**src/rtl/adc_rx_pkg.sv**
```systemverilog
package adc_rx_pkg;

  typedef enum logic [1:0] {
    OVR_NONE  = 2'd0,
    OVR_HIGH  = 2'd1,
    OVR_LOW   = 2'd2,
    OVR_OTHER = 2'd3
  } ovr_dir_e;

  // Direction of an overrange from the flag and the pinned-code matches.
  function automatic ovr_dir_e classify_ovr(input logic flag,
                                            input logic at_top,
                                            input logic at_bottom);
    if (!flag)          return OVR_NONE;
    else if (at_top)    return OVR_HIGH;
    else if (at_bottom) return OVR_LOW;
    else                return OVR_OTHER;
  endfunction

endpackage

```
**src/rtl/adc_rx_flush.sv**
```systemverilog
module adc_rx_flush #(
  parameter int FLUSH_EDGES = 4
) (
  input  logic clk,
  input  logic rst_n,
  input  logic run_en,
  output logic sample_good
);
  localparam int CW = $clog2(FLUSH_EDGES + 1);
  localparam logic [CW-1:0] LAST = CW'(FLUSH_EDGES - 1);

  logic [CW-1:0] live_edges;

  // Number of consecutive earlier edges that sampled run_en high.
  always_ff @(posedge clk) begin
    if (!rst_n)               live_edges <= '0;
    else if (!run_en)         live_edges <= '0;
    else if (live_edges < LAST) live_edges <= live_edges + 1'b1;
  end

  assign sample_good = run_en && (live_edges >= LAST);
endmodule

```
**src/rtl/adc_rx_capture.sv**
```systemverilog
module adc_rx_capture #(
  parameter int DATA_W = 10
) (
  input  logic              clk,
  input  logic              rst_n,
  input  logic [DATA_W-1:0] din,
  input  logic              ovr_in,
  input  logic              good_in,
  output logic [DATA_W-1:0] cap_data,
  output logic              cap_ovr,
  output logic              cap_good
);
  always_ff @(posedge clk) begin
    if (!rst_n) begin
      cap_data <= '0;
      cap_ovr  <= 1'b0;
      cap_good <= 1'b0;
    end else begin
      cap_data <= din;
      cap_ovr  <= ovr_in;
      cap_good <= good_in;
    end
  end
endmodule

```
**src/rtl/adc_rx_satcnt.sv**
```systemverilog
module adc_rx_satcnt #(
  parameter int CNT_W = 16
) (
  input  logic             clk,
  input  logic             rst_n,
  input  logic             clr,
  input  logic             hit,
  output logic [CNT_W-1:0] count
);
  localparam logic [CNT_W-1:0] CEIL = '1;

  always_ff @(posedge clk) begin
    if (!rst_n)                    count <= '0;
    else if (clr)                  count <= '0;
    else if (hit && count != CEIL) count <= count + 1'b1;
  end
endmodule

```
**src/rtl/adc_capture_rx.sv**
```systemverilog
module adc_capture_rx #(
  parameter int DATA_W      = 10,
  parameter int CNT_W       = 16,
  parameter int FLUSH_EDGES = 4
) (
  input  logic              clk,
  input  logic              rst_n,
  input  logic              run_en,
  input  logic [DATA_W-1:0] din,
  input  logic              ovr_in,
  input  logic              clr_pos,
  input  logic              clr_neg,
  output logic              out_valid,
  output logic [DATA_W-1:0] out_data,
  output logic              out_ovr,
  output logic              out_ovr_pos,
  output logic              out_ovr_neg,
  output logic [CNT_W-1:0]  pos_count,
  output logic [CNT_W-1:0]  neg_count
);
  import adc_rx_pkg::*;

  localparam logic [DATA_W-1:0] SIGN_BIT = {1'b1, {(DATA_W-1){1'b0}}};
  localparam logic [DATA_W-1:0] TOP_CODE = {1'b0, {(DATA_W-1){1'b1}}};
  localparam logic [DATA_W-1:0] BOT_CODE = SIGN_BIT;
  localparam int NDIR = 2;

  function automatic logic [DATA_W-1:0] to_offset_bin(input logic [DATA_W-1:0] c);
    return c ^ SIGN_BIT;
  endfunction

  logic              good_now;
  logic [DATA_W-1:0] cap_data;
  logic              cap_ovr;
  logic              cap_good;
  ovr_dir_e          cap_dir;
  logic              pos_hit;
  logic              neg_hit;

  adc_rx_flush #(.FLUSH_EDGES(FLUSH_EDGES)) u_flush (
    .clk(clk), .rst_n(rst_n), .run_en(run_en), .sample_good(good_now)
  );

  adc_rx_capture #(.DATA_W(DATA_W)) u_cap (
    .clk(clk), .rst_n(rst_n), .din(din), .ovr_in(ovr_in), .good_in(good_now),
    .cap_data(cap_data), .cap_ovr(cap_ovr), .cap_good(cap_good)
  );

  assign cap_dir = classify_ovr(cap_ovr, cap_data == TOP_CODE, cap_data == BOT_CODE);
  assign pos_hit = cap_good && (cap_dir == OVR_HIGH);
  assign neg_hit = cap_good && (cap_dir == OVR_LOW);

  always_ff @(posedge clk) begin
    if (!rst_n) begin
      out_valid   <= 1'b0;
      out_data    <= '0;
      out_ovr     <= 1'b0;
      out_ovr_pos <= 1'b0;
      out_ovr_neg <= 1'b0;
    end else begin
      out_valid   <= cap_good;
      out_data    <= cap_good ? to_offset_bin(cap_data) : '0;
      out_ovr     <= cap_good && cap_ovr;
      out_ovr_pos <= pos_hit;
      out_ovr_neg <= neg_hit;
    end
  end

  logic             hit_vec [NDIR];
  logic             clr_vec [NDIR];
  logic [CNT_W-1:0] cnt_vec [NDIR];

  assign hit_vec[0] = pos_hit;
  assign hit_vec[1] = neg_hit;
  assign clr_vec[0] = clr_pos;
  assign clr_vec[1] = clr_neg;

  for (genvar g = 0; g < NDIR; g++) begin : g_dir
    adc_rx_satcnt #(.CNT_W(CNT_W)) u_cnt (
      .clk(clk), .rst_n(rst_n), .clr(clr_vec[g]), .hit(hit_vec[g]), .count(cnt_vec[g])
    );
  end

  assign pos_count = cnt_vec[0];
  assign neg_count = cnt_vec[1];
endmodule


```
**config.mk**
```make
export PLATFORM = sky130hd
export DESIGN_NAME = adc_capture_rx
export DESIGN_NICKNAME = d
export VERILOG_FILES = /design/src/rtl/adc_rx_pkg.sv /design/src/rtl/adc_rx_flush.sv /design/src/rtl/adc_rx_capture.sv /design/src/rtl/adc_rx_satcnt.sv /design/src/rtl/adc_capture_rx.sv
export SDC_FILE = /design/constraint.sdc
export NUM_CORES = 1
export LEC_CHECK = 0
export ABC_AREA = 1
export BUFFER_PORTS_ARGS = -buffer_cell sky130_fd_sc_hd__buf_4
export CORE_MARGIN = 5
export CORE_UTILIZATION = 60
export CTS_BUF_LIST = sky130_fd_sc_hd__clkbuf_8
export CTS_CLUSTER_DIAMETER = 200
export DETAILED_ROUTE_END_ITERATION = 6
export PLACE_DENSITY = 0.91
export SKIP_CTS_REPAIR_TIMING = 1
export SLEW_MARGIN = 0
export SYNTH_ARGS = -nofsm -noshare
export SYNTH_HDL_FRONTEND = slang
export SYNTH_HIERARCHICAL = 1
export SYNTH_SLANG_ARGS = --single-unit
```
**constraint.sdc**
```tcl
create_clock -name clk -period 3.3 [get_ports clk]
set_clock_uncertainty 0.15 [all_clocks]
set_input_delay 0.33 -clock clk [delete_from_list [all_inputs] [get_ports clk]]
set_output_delay 0.33 -clock clk [all_outputs]
set_load 0.05 [all_outputs]
```
==> qor.yml, run 1 <==
arrival_ns: 2.32
post-dp-hpwl_um: 4730
clock-root-buffer: "clkbuf_8"
cts_buffers: 9
pwr-share-comb_pct: 3.7
cp_slowest_cell: "nand4_1"
crit_end: "g_dir[1].u_cnt/count[15]"
slowest_delay_ns: 0.64
power_density_mw_per_mm2: 427
design_area_sq_mm: 0.00349
dr.pass1.iters: 6
power.switching_mw: 0.361
fmax_mhz: 456
syn_inst: 429
synthesis.nets: 449
end_kind: "register"
r2r_cells: 7
worstPathCellList: "ha_1 -> inv_1 -> nor2_1 -> nand4_1 -> nand3_1 -> nand2_1 -> nor2_1"
syn_area_sq_mm: 0.00281
leakage_nw: 1.49
final_hold_viol_count: 0
path_max_fanout: 20
slew_violations: 0
viasPerCell: 5.21
regToRegSetupSlack_ns: 1.11
p_sw_share_pct: 24.3
ir_drop_v: 0.000265
hold_ws_ns: 0.0134
seq_area_sq_mm: 0.00122
ys_ff_latch: 61
postRouteAntennaNets: 0
yosysSeqAreaShare_pct: 43.5
grt_pass1_vias: 2708
cts_tree: "done"
yosys_warnings: 6
status: "complete, no violations"
grt_max_degree: 21
multi_input_comb_area_sq_mm: 0.00134
gp_congestion: 0.899
die_area_sq_mm: 0.00615
mostFrequentLayoutCells: "107 x nand2_1, 107 x nor2_1, 61 x dfxtp_1, 61 x buf_4, 53 x inv_1"
finalCritPeriodShare_pct: 66.4
pre_cts_slack_ns: 1.21
internal_power_mw: 1.13
grt_pass1_wl_um: 11700
grt.overflow.total: 0
detailroute.via_count: 2867
clk_latency_ns: 0.35
busiest_layer: "met2"
rr_startpoint: "g_dir[1].u_cnt/count[1]"
grt_util_met2_pct: 42.7
drv_cap: 0
diodes: 0
setup.worst_path.class: "register to register"
drc: 0
initial_core_util_pct: 63.2
grt_util_met1_pct: 26.9
rsz0062_at_grt: "no"
worstPathRequired_ns: 3.43
power_mw: 1.49
ys_types: 18
die_h_um: 78.4
coreArea_sq_mm: 0.00444
htree_levels: 3
synthToLayoutAreaGrowth_pct: 24.2
grtUsageTotal_pct: 23.6
worst_pin_slew_ns: 1.03
critPathMostFrequentCell: "nor2_1"
post_drt_wl_per_cell_um: 12.4
port-buffer-count: 61
die_x_um: 78.4
holdCritPathClass: "input port to register"
drtIter0Drc: 247
cts.path.max_buffers: 2
fillers: 338
cp-startpoint: "g_dir[1].u_cnt/count[1]"
min_period_ns: 2.19
setup_viol: 0
io_pins: 62
wl_um: 6800
final.setup.worst_slack_ns: 1.11
p_clk_share_pct: 45.8
setup_tns_ns: 0
startpoint_type: "register"
placed_area_sq_mm: 0.00329
path_clk_slew_ns: 0.08
clock-sinks: 61
r2r_end: "g_dir[1].u_cnt/count[15]"
maxSlewHeadroom_pct: 31.3
rows: 24
nets: 513
layout-drive-gt1-share_pct: 18.5
avgSynthCellArea_sq_um: 6.55
use_met3_pct: 4.81
grt_antenna_before_repair: 0
power.share.sequential_pct: 50.5
==> power by group through the flow <==
stage          logic, mW  clock network (mW)  registers [mW]
2_1_floorplan     0.0326                   0           0.768
3_3_place_gp      0.0517                   0           0.768
3_5_place_dp      0.0535                   0           0.768
4_1_cts           0.0549               0.689           0.752
5_1_grt           0.0634               0.731           0.753
6_report          0.0547               0.682           0.752
==> cell families after synthesis <==
kind of cell	after synthesis	share of synthesized area (%)
simple gates	268	39.9
buf+inv	63	8.99
flops	61	43.5
fa+ha+maj	4	1.78
compound gates	33	5.88
==> registers in the layout, indices dropped and copies added (netlist names) <==
name                count
out_data               10
g_dir.u_cnt/count      32
out_ovr_neg             1
out_ovr                 1
out_ovr_pos             1
u_flush/live_edges      3
out_valid               1
u_cap/cap_ovr           1
u_cap/cap_data         10
u_cap/cap_good          1
==> how the worst min path moves through the flow <==
stage | from | endpoint | slack, ns | depth (start not counted)
final | din[4] | u_cap/cap_data[4] | 0.01 | 3
after global routing | din[5] | u_cap/cap_data[5] | 0.008 | 3
after CTS | din[9] | u_cap/cap_data[9] | 0.01 | 3
after detailed placement | u_cap/cap_data[4] | out_data[4] | 0.28 | 2
after global placement | u_cap/cap_data[6] | out_data[6] | 0.28 | 2
after floorplan | u_cap/cap_data[9] | out_data[9] | 0.26 | 1
==> stage by stage <==
step / instances / util (%)
after global placement: 534 / 74.0
after floorplan: 429 / -
after CTS: 550 / 78.5
after detailed placement: 534 / 74.0
final: 550 / 78.5
after global routing: 550 / 78.5
==> cell usage after synthesis <==
cell | n | area, sq um
nand2_1 | 107 | 402
nor2_1 | 107 | 402
dfxtp_1 | 61 | 1220
inv_1 | 53 | 199
nand3_1 | 29 | 145
a21oi_1 | 25 | 125
nand4_1 | 8 | 50.1
buf_2 | 7 | 35.0
nor2_2 | 7 | 43.8
o21ai_0 | 6 | 30.0
ha_1 | 4 | 50.1
nand3b_1 | 4 | 30.0
nand2_2 | 3 | 18.8
inv_2 | 2 | 7.51
nor3_2 | 2 | 20.0
o21ai_1 | 2 | 10.0
buf_6 | 1 | 11.3
nand3_2 | 1 | 10.0
==> critical path: cells and delay by family (launching register included) <==
| kind | cells | cell delay (ns) |
|---|---|---|
| adders and majority gates | 1 | 0.23 |
| DFF | 1 | 0.40 |
| buffers and inverters | 1 | 0.07 |
| and+or+nand+nor | 5 | 1.28 |
==> metal layers <==
layer	share of wire, %	vias up
met5	0	-
li1	-	1456
met1	41	1280
met4	1.8	0
met2	50	116
met3	6.6	15
==> area by class of cell <==
cell class	instances	share of cell area [%]
clock inverters	7	2.26
inverters	55	5.92
multi-input cells	305	38.3
repair buffers	61	13.1
flip-flops and latches	61	35.0
well taps	52	1.86
clock buffers	9	3.55
Note: power is estimated with default switching activity, not from simulation.
==> run 2, diff against run 1 <==
--- a/config.mk
+++ b/config.mk
@@ -8,11 +8,11 @@
 export ABC_AREA = 1
 export BUFFER_PORTS_ARGS = -buffer_cell sky130_fd_sc_hd__buf_4
 export CORE_MARGIN = 5
-export CORE_UTILIZATION = 60
+export CORE_UTILIZATION = 50
 export CTS_BUF_LIST = sky130_fd_sc_hd__clkbuf_8
 export CTS_CLUSTER_DIAMETER = 200
 export DETAILED_ROUTE_END_ITERATION = 6
-export PLACE_DENSITY = 0.91
+export PLACE_DENSITY = 0.81
 export SKIP_CTS_REPAIR_TIMING = 1
 export SLEW_MARGIN = 0
 export SYNTH_ARGS = -nofsm -noshare
==> constraint.sdc (replaced) <==
create_clock -name clk -period 1.9 [get_ports clk]
set_clock_uncertainty 0.15 [all_clocks]
set_input_delay 0.19 -clock clk [delete_from_list [all_inputs] [get_ports clk]]
set_output_delay 0.19 -clock clk [all_outputs]
set_load 0.05 [all_outputs]
==> run 2 against run 1 <==
Against the previous run: power grew 77%; worst setup slack lost 1.0 ns; final cell count grew 7.8%; register-to-register slack lost 1.0 ns; clock power grew 77%; hold slack lost 0.0077 ns; critical endpoint is now g_dir[1].u_cnt/count[8]; largest cell class unchanged; highest routed layer unchanged.
==> qor.yml, run 2 (synthesized netlist as in run 1, its figures left out) <==
leakage_nw: 1.59
cts_tree: "done"
setup_tns_ns: 0
placed_area_sq_mm: 0.00339
ir_drop_v: 0.000390
path_clk_slew_ns: 0.07
port-buffer-count: 61
mostFrequentLayoutCells: "105 x nand2_1, 101 x nor2_1, 71 x buf_4"
die_area_sq_mm: 0.00722
grt_antenna_before_repair: 0
fillers: 441
grt_pass1_vias: 2694
drc: 0
cts.path.max_buffers: 2
worst_pin_slew_ns: 0.366
drtIter0Drc: 167
fmax_mhz: 558
power_density_mw_per_mm2: 700
design_area_sq_mm: 0.00377
grtUsageTotal_pct: 19.1
power_mw: 2.64
viasPerCell: 4.93
cts_buffers: 9
post-dp-hpwl_um: 4840
min_period_ns: 1.79
top_register: "g_dir.u_cnt/count"
initial_core_util_pct: 51.3
htree_levels: 3
drv_cap: 0
grt.overflow.total: 0
postRouteAntennaNets: 0
diodes: 0
holdCritPathClass: "input port to register"
maxSlewHeadroom_pct: 75.5
post_drt_wl_per_cell_um: 12.2
setup.worst_path.class: "register to register"
coreArea_sq_mm: 0.00547
nets: 536
hold_ws_ns: 0.00566
rsz0062_at_grt: "yes"
gp_congestion: 0.903
clock-root-buffer: "clkbuf_8"
slew_violations: 0
largestRegisters: "g_dir.u_cnt/count: 32 flops, out_data: 10 flops, u_cap/cap_data: 10 flops"
clock-sinks: 61
detailroute.via_count: 2926
arrival_ns: 1.89
finalCritPeriodShare_pct: 94.3
io_pins: 62
final_common_cell: "nand2_1"
setup_viol: 0
status: "complete, no violations"
clk_latency_ns: 0.35
die_h_um: 85.0
grt_max_degree: 18
worstPathRequired_ns: 2.00
die_x_um: 85.0
synthToLayoutAreaGrowth_pct: 34.2
path_max_fanout: 3
dr.pass1.iters: 5
layout-drive-gt1-share_pct: 22.3
largest_reg_flops: 32
grt_pass1_wl_um: 11300
wl_um: 7240
final_hold_viol_count: 0
rows: 27
end_kind: "register"
startpoint_type: "register"
==> run 2: final cells by class <==
| class | instances | area, sq um | area share, % |
|---|---|---|---|
| inverter | 55 | 206 | 5.47 |
| sequential | 61 | 1220 | 32.4 |
| tap | 72 | 90.1 | 2.39 |
| multi-input combinational | 305 | 1380 | 36.6 |
| clock inverter | 6 | 71.3 | 1.89 |
| clock buffer | 10 | 138 | 3.65 |
| timing repair buffer | 84 | 663 | 17.6 |
==> run 2: stage by stage <==
step	setup slack [ns]	utilization, %	cells
5_1_grt	-0.0414	68.9	593
4_1_cts	0.0741	65.7	580
2_1_floorplan	0.0626	-	429
3_5_place_dp	0.0787	61.9	564
3_3_place_gp	0.159	61.9	564
6_report	0.107	68.9	593
==> run 2: path summary, 6_finish.rpt <==
path | slack [ns] | cells past startpoint | from | to
setup / recovery | 0.11 | 13 | u_cap/cap_data[9] | g_dir[1].u_cnt/count[8]
hold / removal | 0.006 | 3 | rst_n | u_cap/cap_ovr
setup reg to reg | 0.11 | 13 | u_cap/cap_data[9] | g_dir[1].u_cnt/count[8]
hold reg to reg | 0.30 | 2 | u_cap/cap_data[5] | out_data[5]
==> run 2: routing by layer <==
layer  global-route usage, %  share of wire, %  vias to the layer above
li1                        -                 -                     1500
met1                    21.5                41                     1301
met2                    32.6                49                      104
met3                    6.50               7.5                       21
met4                    8.35               2.4                        0
met5                       0                 0                        -
==> run 2: critical path, stage by stage (launching register included) <==
cell and delay, ns:
dfxtp_1 0.36, inv_1 0.06, nor2_2 0.12, nand3_2 0.13, nor3_4 0.23, nand2_2 0.09
inv_2 0.07, nand2_2 0.10, inv_2 0.09, nand2_1 0.06, nor2_2 0.10, nand2_1 0.06
nand2_1 0.05, nor2_1 0.03
==> run 2: report_power, final <==
part           switching, mW  total [mW]  internal [mW]
sequential            0.0111        1.30           1.29
combinational         0.0632       0.125         0.0615
clock                  0.560        1.21          0.649
total                  0.634        2.64           2.00
==> run 3, diff against run 2 <==
--- a/config.mk
+++ b/config.mk
@@ -8,14 +8,14 @@
 export ABC_AREA = 1
 export BUFFER_PORTS_ARGS = -buffer_cell sky130_fd_sc_hd__buf_4
 export CORE_MARGIN = 5
-export CORE_UTILIZATION = 50
+export CORE_UTILIZATION = 51
 export CTS_BUF_LIST = sky130_fd_sc_hd__clkbuf_8
 export CTS_CLUSTER_DIAMETER = 200
 export DETAILED_ROUTE_END_ITERATION = 6
-export PLACE_DENSITY = 0.81
+export GPL_TIMING_DRIVEN = 0
+export PLACE_DENSITY = 0.82
 export SKIP_CTS_REPAIR_TIMING = 1
 export SLEW_MARGIN = 0
 export SYNTH_ARGS = -nofsm -noshare
 export SYNTH_HDL_FRONTEND = slang
-export SYNTH_HIERARCHICAL = 1
 export SYNTH_SLANG_ARGS = --single-unit
==> run 3 against run 2 <==
Against the previous run: the run now ends with negative hold slack left; hold slack got worse by 0.030 ns; maximum frequency increased by 0.57%; core utilization decreased by 1.7 points; via count increased by 0.31%; non-clock buffer count increased by 3; largest cell class unchanged; synthesized cell count decreased by 0.23%.
==> qor.yml, run 3 <==
critPathMostFrequentCell: "nand3_1"
largestRegisters: "g_dir.u_cnt.count: 32 flops, out_data: 10 flops, u_cap.cap_data: 10 flops"
clock-sinks: 61
viasPerCell: 4.92
initial_core_util_pct: 51.5
ys_ff_latch: 61
path_max_fanout: 10
mostFrequentLayoutCells: "99 x nand2_1, 66 x nor2_1, 64 x buf_4"
coreArea_sq_mm: 0.00582
worst_pin_slew_ns: 0.722
grtUsageTotal_pct: 19.1
final_hold_viol_count: 1
largest_reg_flops: 32
arrival_ns: 1.83
netlist_top_cells_area: "dfxtp_1 41%, nand2_1 13%, nor2_1 8.3%, inv_1 7.5%, nand3_1 5.5%"
r2r_end: "g_dir[0].u_cnt.count[10]"
hold_ws_ns: -0.0244
yosys_warnings: 0
yosysTopAreaCell: "dfxtp_1"
rr_startpoint: "g_dir[0].u_cnt.count[0]"
cts_tree: "done"
regToRegSetupSlack_ns: 0.12
synthesis.nets: 448
setup_viol: 0
drtIter0Drc: 132
io_pins: 62
gp_congestion: 0.928
grt_antenna_before_repair: 0
grt_pass1_vias: 2648
fmax_mhz: 561
status: "finished, violations left"
dr_wl_met3_um: 387
startpoint_type: "register"
worstPathCellList: "ha_2 -> nand3_1 -> nor2_2 -> nand2_1 -> clkbuf_1 -> nand3_1 -> a21oi_1"
r2r_cells: 7
crit_end: "g_dir[0].u_cnt.count[10]"
maxSlewHeadroom_pct: 51.9
diodes: 0
dr.pass1.iters: 4
slowest_delay_ns: 0.39
port-buffer-count: 61
design_area_sq_mm: 0.00391
synth.most_common_cell: "nand2_1"
drc: 0
finalCritPeriodShare_pct: 93.8
multi_input_comb_area_sq_mm: 0.00149
syn_area_sq_mm: 0.00300
die_x_um: 86.7
clk_latency_ns: 0.34
wl_met1_um: 3000
top_register: "g_dir.u_cnt.count"
layout-drive-gt1-share_pct: 24.8
power_density_mw_per_mm2: 623
seq_area_sq_mm: 0.00123
highest-signal-layer: "met4"
holdCritPathClass: "input port to register"
ys_types: 25
grt.overflow.total: 0
synthArstFlopShare_pct: 0
cp-startpoint: "g_dir[0].u_cnt.count[0]"
synthToLayoutAreaGrowth_pct: 30.3
ir_drop_v: 0.000596
setup.worst_path.class: "register to register"
syn_inst: 428
clock-root-buffer: "clkbuf_8"
die_area_sq_mm: 0.00751
worstPathRequired_ns: 1.95
post_drt_wl_per_cell_um: 12.2
placed_area_sq_mm: 0.00356
leakage_nw: 1.70
cts.path.max_buffers: 2
slew_violations: 0
min_period_ns: 1.78
grt_pass1_wl_um: 11500
rows: 28
violations: "negative hold slack"
detailroute.via_count: 2935
die_h_um: 86.7
power_mw: 2.44
yosys-top-cells-count: "100 x nand2_1, 66 x nor2_1, 61 x dfxtp_1"
yosysSeqAreaShare_pct: 40.7
final_common_cell: "nand2_1"
worstHoldStart: "clr_neg"
avgSynthCellArea_sq_um: 7.00
synth_top_area_share_pct: 40.7
nets: 536
end_kind: "register"
cts_buffers: 9
synth-edff-count: 0
postRouteAntennaNets: 0
fillers: 502
cp_slowest_cell: "dfxtp_2"
drv_cap: 0
path_clk_slew_ns: 0.08
wl_um: 7280
synthFlopType: "dfxtp_1"
post-dp-hpwl_um: 5260
htree_levels: 3
grt_max_degree: 13
wl_met2_um: 3760
[run 3: changes by cell type after synthesis, sizes merged, moves of 5 or more]
cell	previous run	this run
a21oi	25	30
xor2	0	10
nor2	114	74
inv	55	61
xnor2	0	7
clkbuf	0	5
[run 3: kinds of logic after synthesis]
logic type | Yosys count | synth area share (%)
DFF | 61 | 40.7
AOI/OAI and AO/OA | 40 | 7.93
xor gates and xnor gates | 17 | 4.97
and+or+nand+nor | 235 | 34.6
adders and majority gates | 4 | 1.67
buffers and inverters | 71 | 10.1
[run 3: metrics by stage]
stage / util, % / instances / setup TNS, ns / worst slack [ns]
after detailed placement: 61.3 / 564 / 0 / 0.0478
after CTS: 64.2 / 580 / 0 / 0.0272
final: 67.2 / 596 / 0 / 0.118
after global placement: 61.3 / 564 / 0 / 0.0675
after floorplan: - / 428 / 0 / 0.000104
after global routing: 67.2 / 596 / -0.00149 / -0.00149
[run 3: area by class of cell]
type                            instances  area share, %
Multi-Input combinational cell        296           38.1
Buffer                                 10           1.89
Timing Repair Buffer                   77           15.7
Sequential cell                        61           31.6
Clock buffer                            9           3.17
Tap cell                               75           2.40
Clock inverter                          7           1.25
Inverter                               61           5.92
[run 3: worst max-delay path: cells and delay by family (launching register included)]
family                     cells  cell delay, ns
buffers and inverters          1            0.25
AOI/OAI and AO/OA              1            0.06
DFF                            1            0.39
adders and majority gates      1            0.24
and+or+nand+nor                4            0.56
[run 3: per-layer routing]
layer  track usage [%]  up-vias
met4              8.22        0
met1              22.5     1337
met5                 0        -
met2              33.7       83
met3              3.80       11
li1                  -     1504
[run 3: report_power, final]
group | internal [mW] | switching, mW | total [mW] | leakage, nW
clock network | 0.477 | 0.544 | 1.02 | 0.0863
logic | 0.0562 | 0.0558 | 0.112 | 1.11
registers | 1.29 | 0.0121 | 1.30 | 0.499
total | 1.82 | 0.612 | 2.44 | 1.70
[run 3: how the worst min path moves through the flow]
stage,endpoint,slack (ns),cells past startpoint
final,g_dir[1].u_cnt.count[6],-0.02,4
after global routing,g_dir[1].u_cnt.count[6],0.003,4
after CTS,u_cap.cap_data[4],-0.13,3
after detailed placement,u_cap.cap_data[4],0.23,3
after global placement,u_cap.cap_data[2],0.22,3
after floorplan,u_cap.cap_data[9],0.13,2
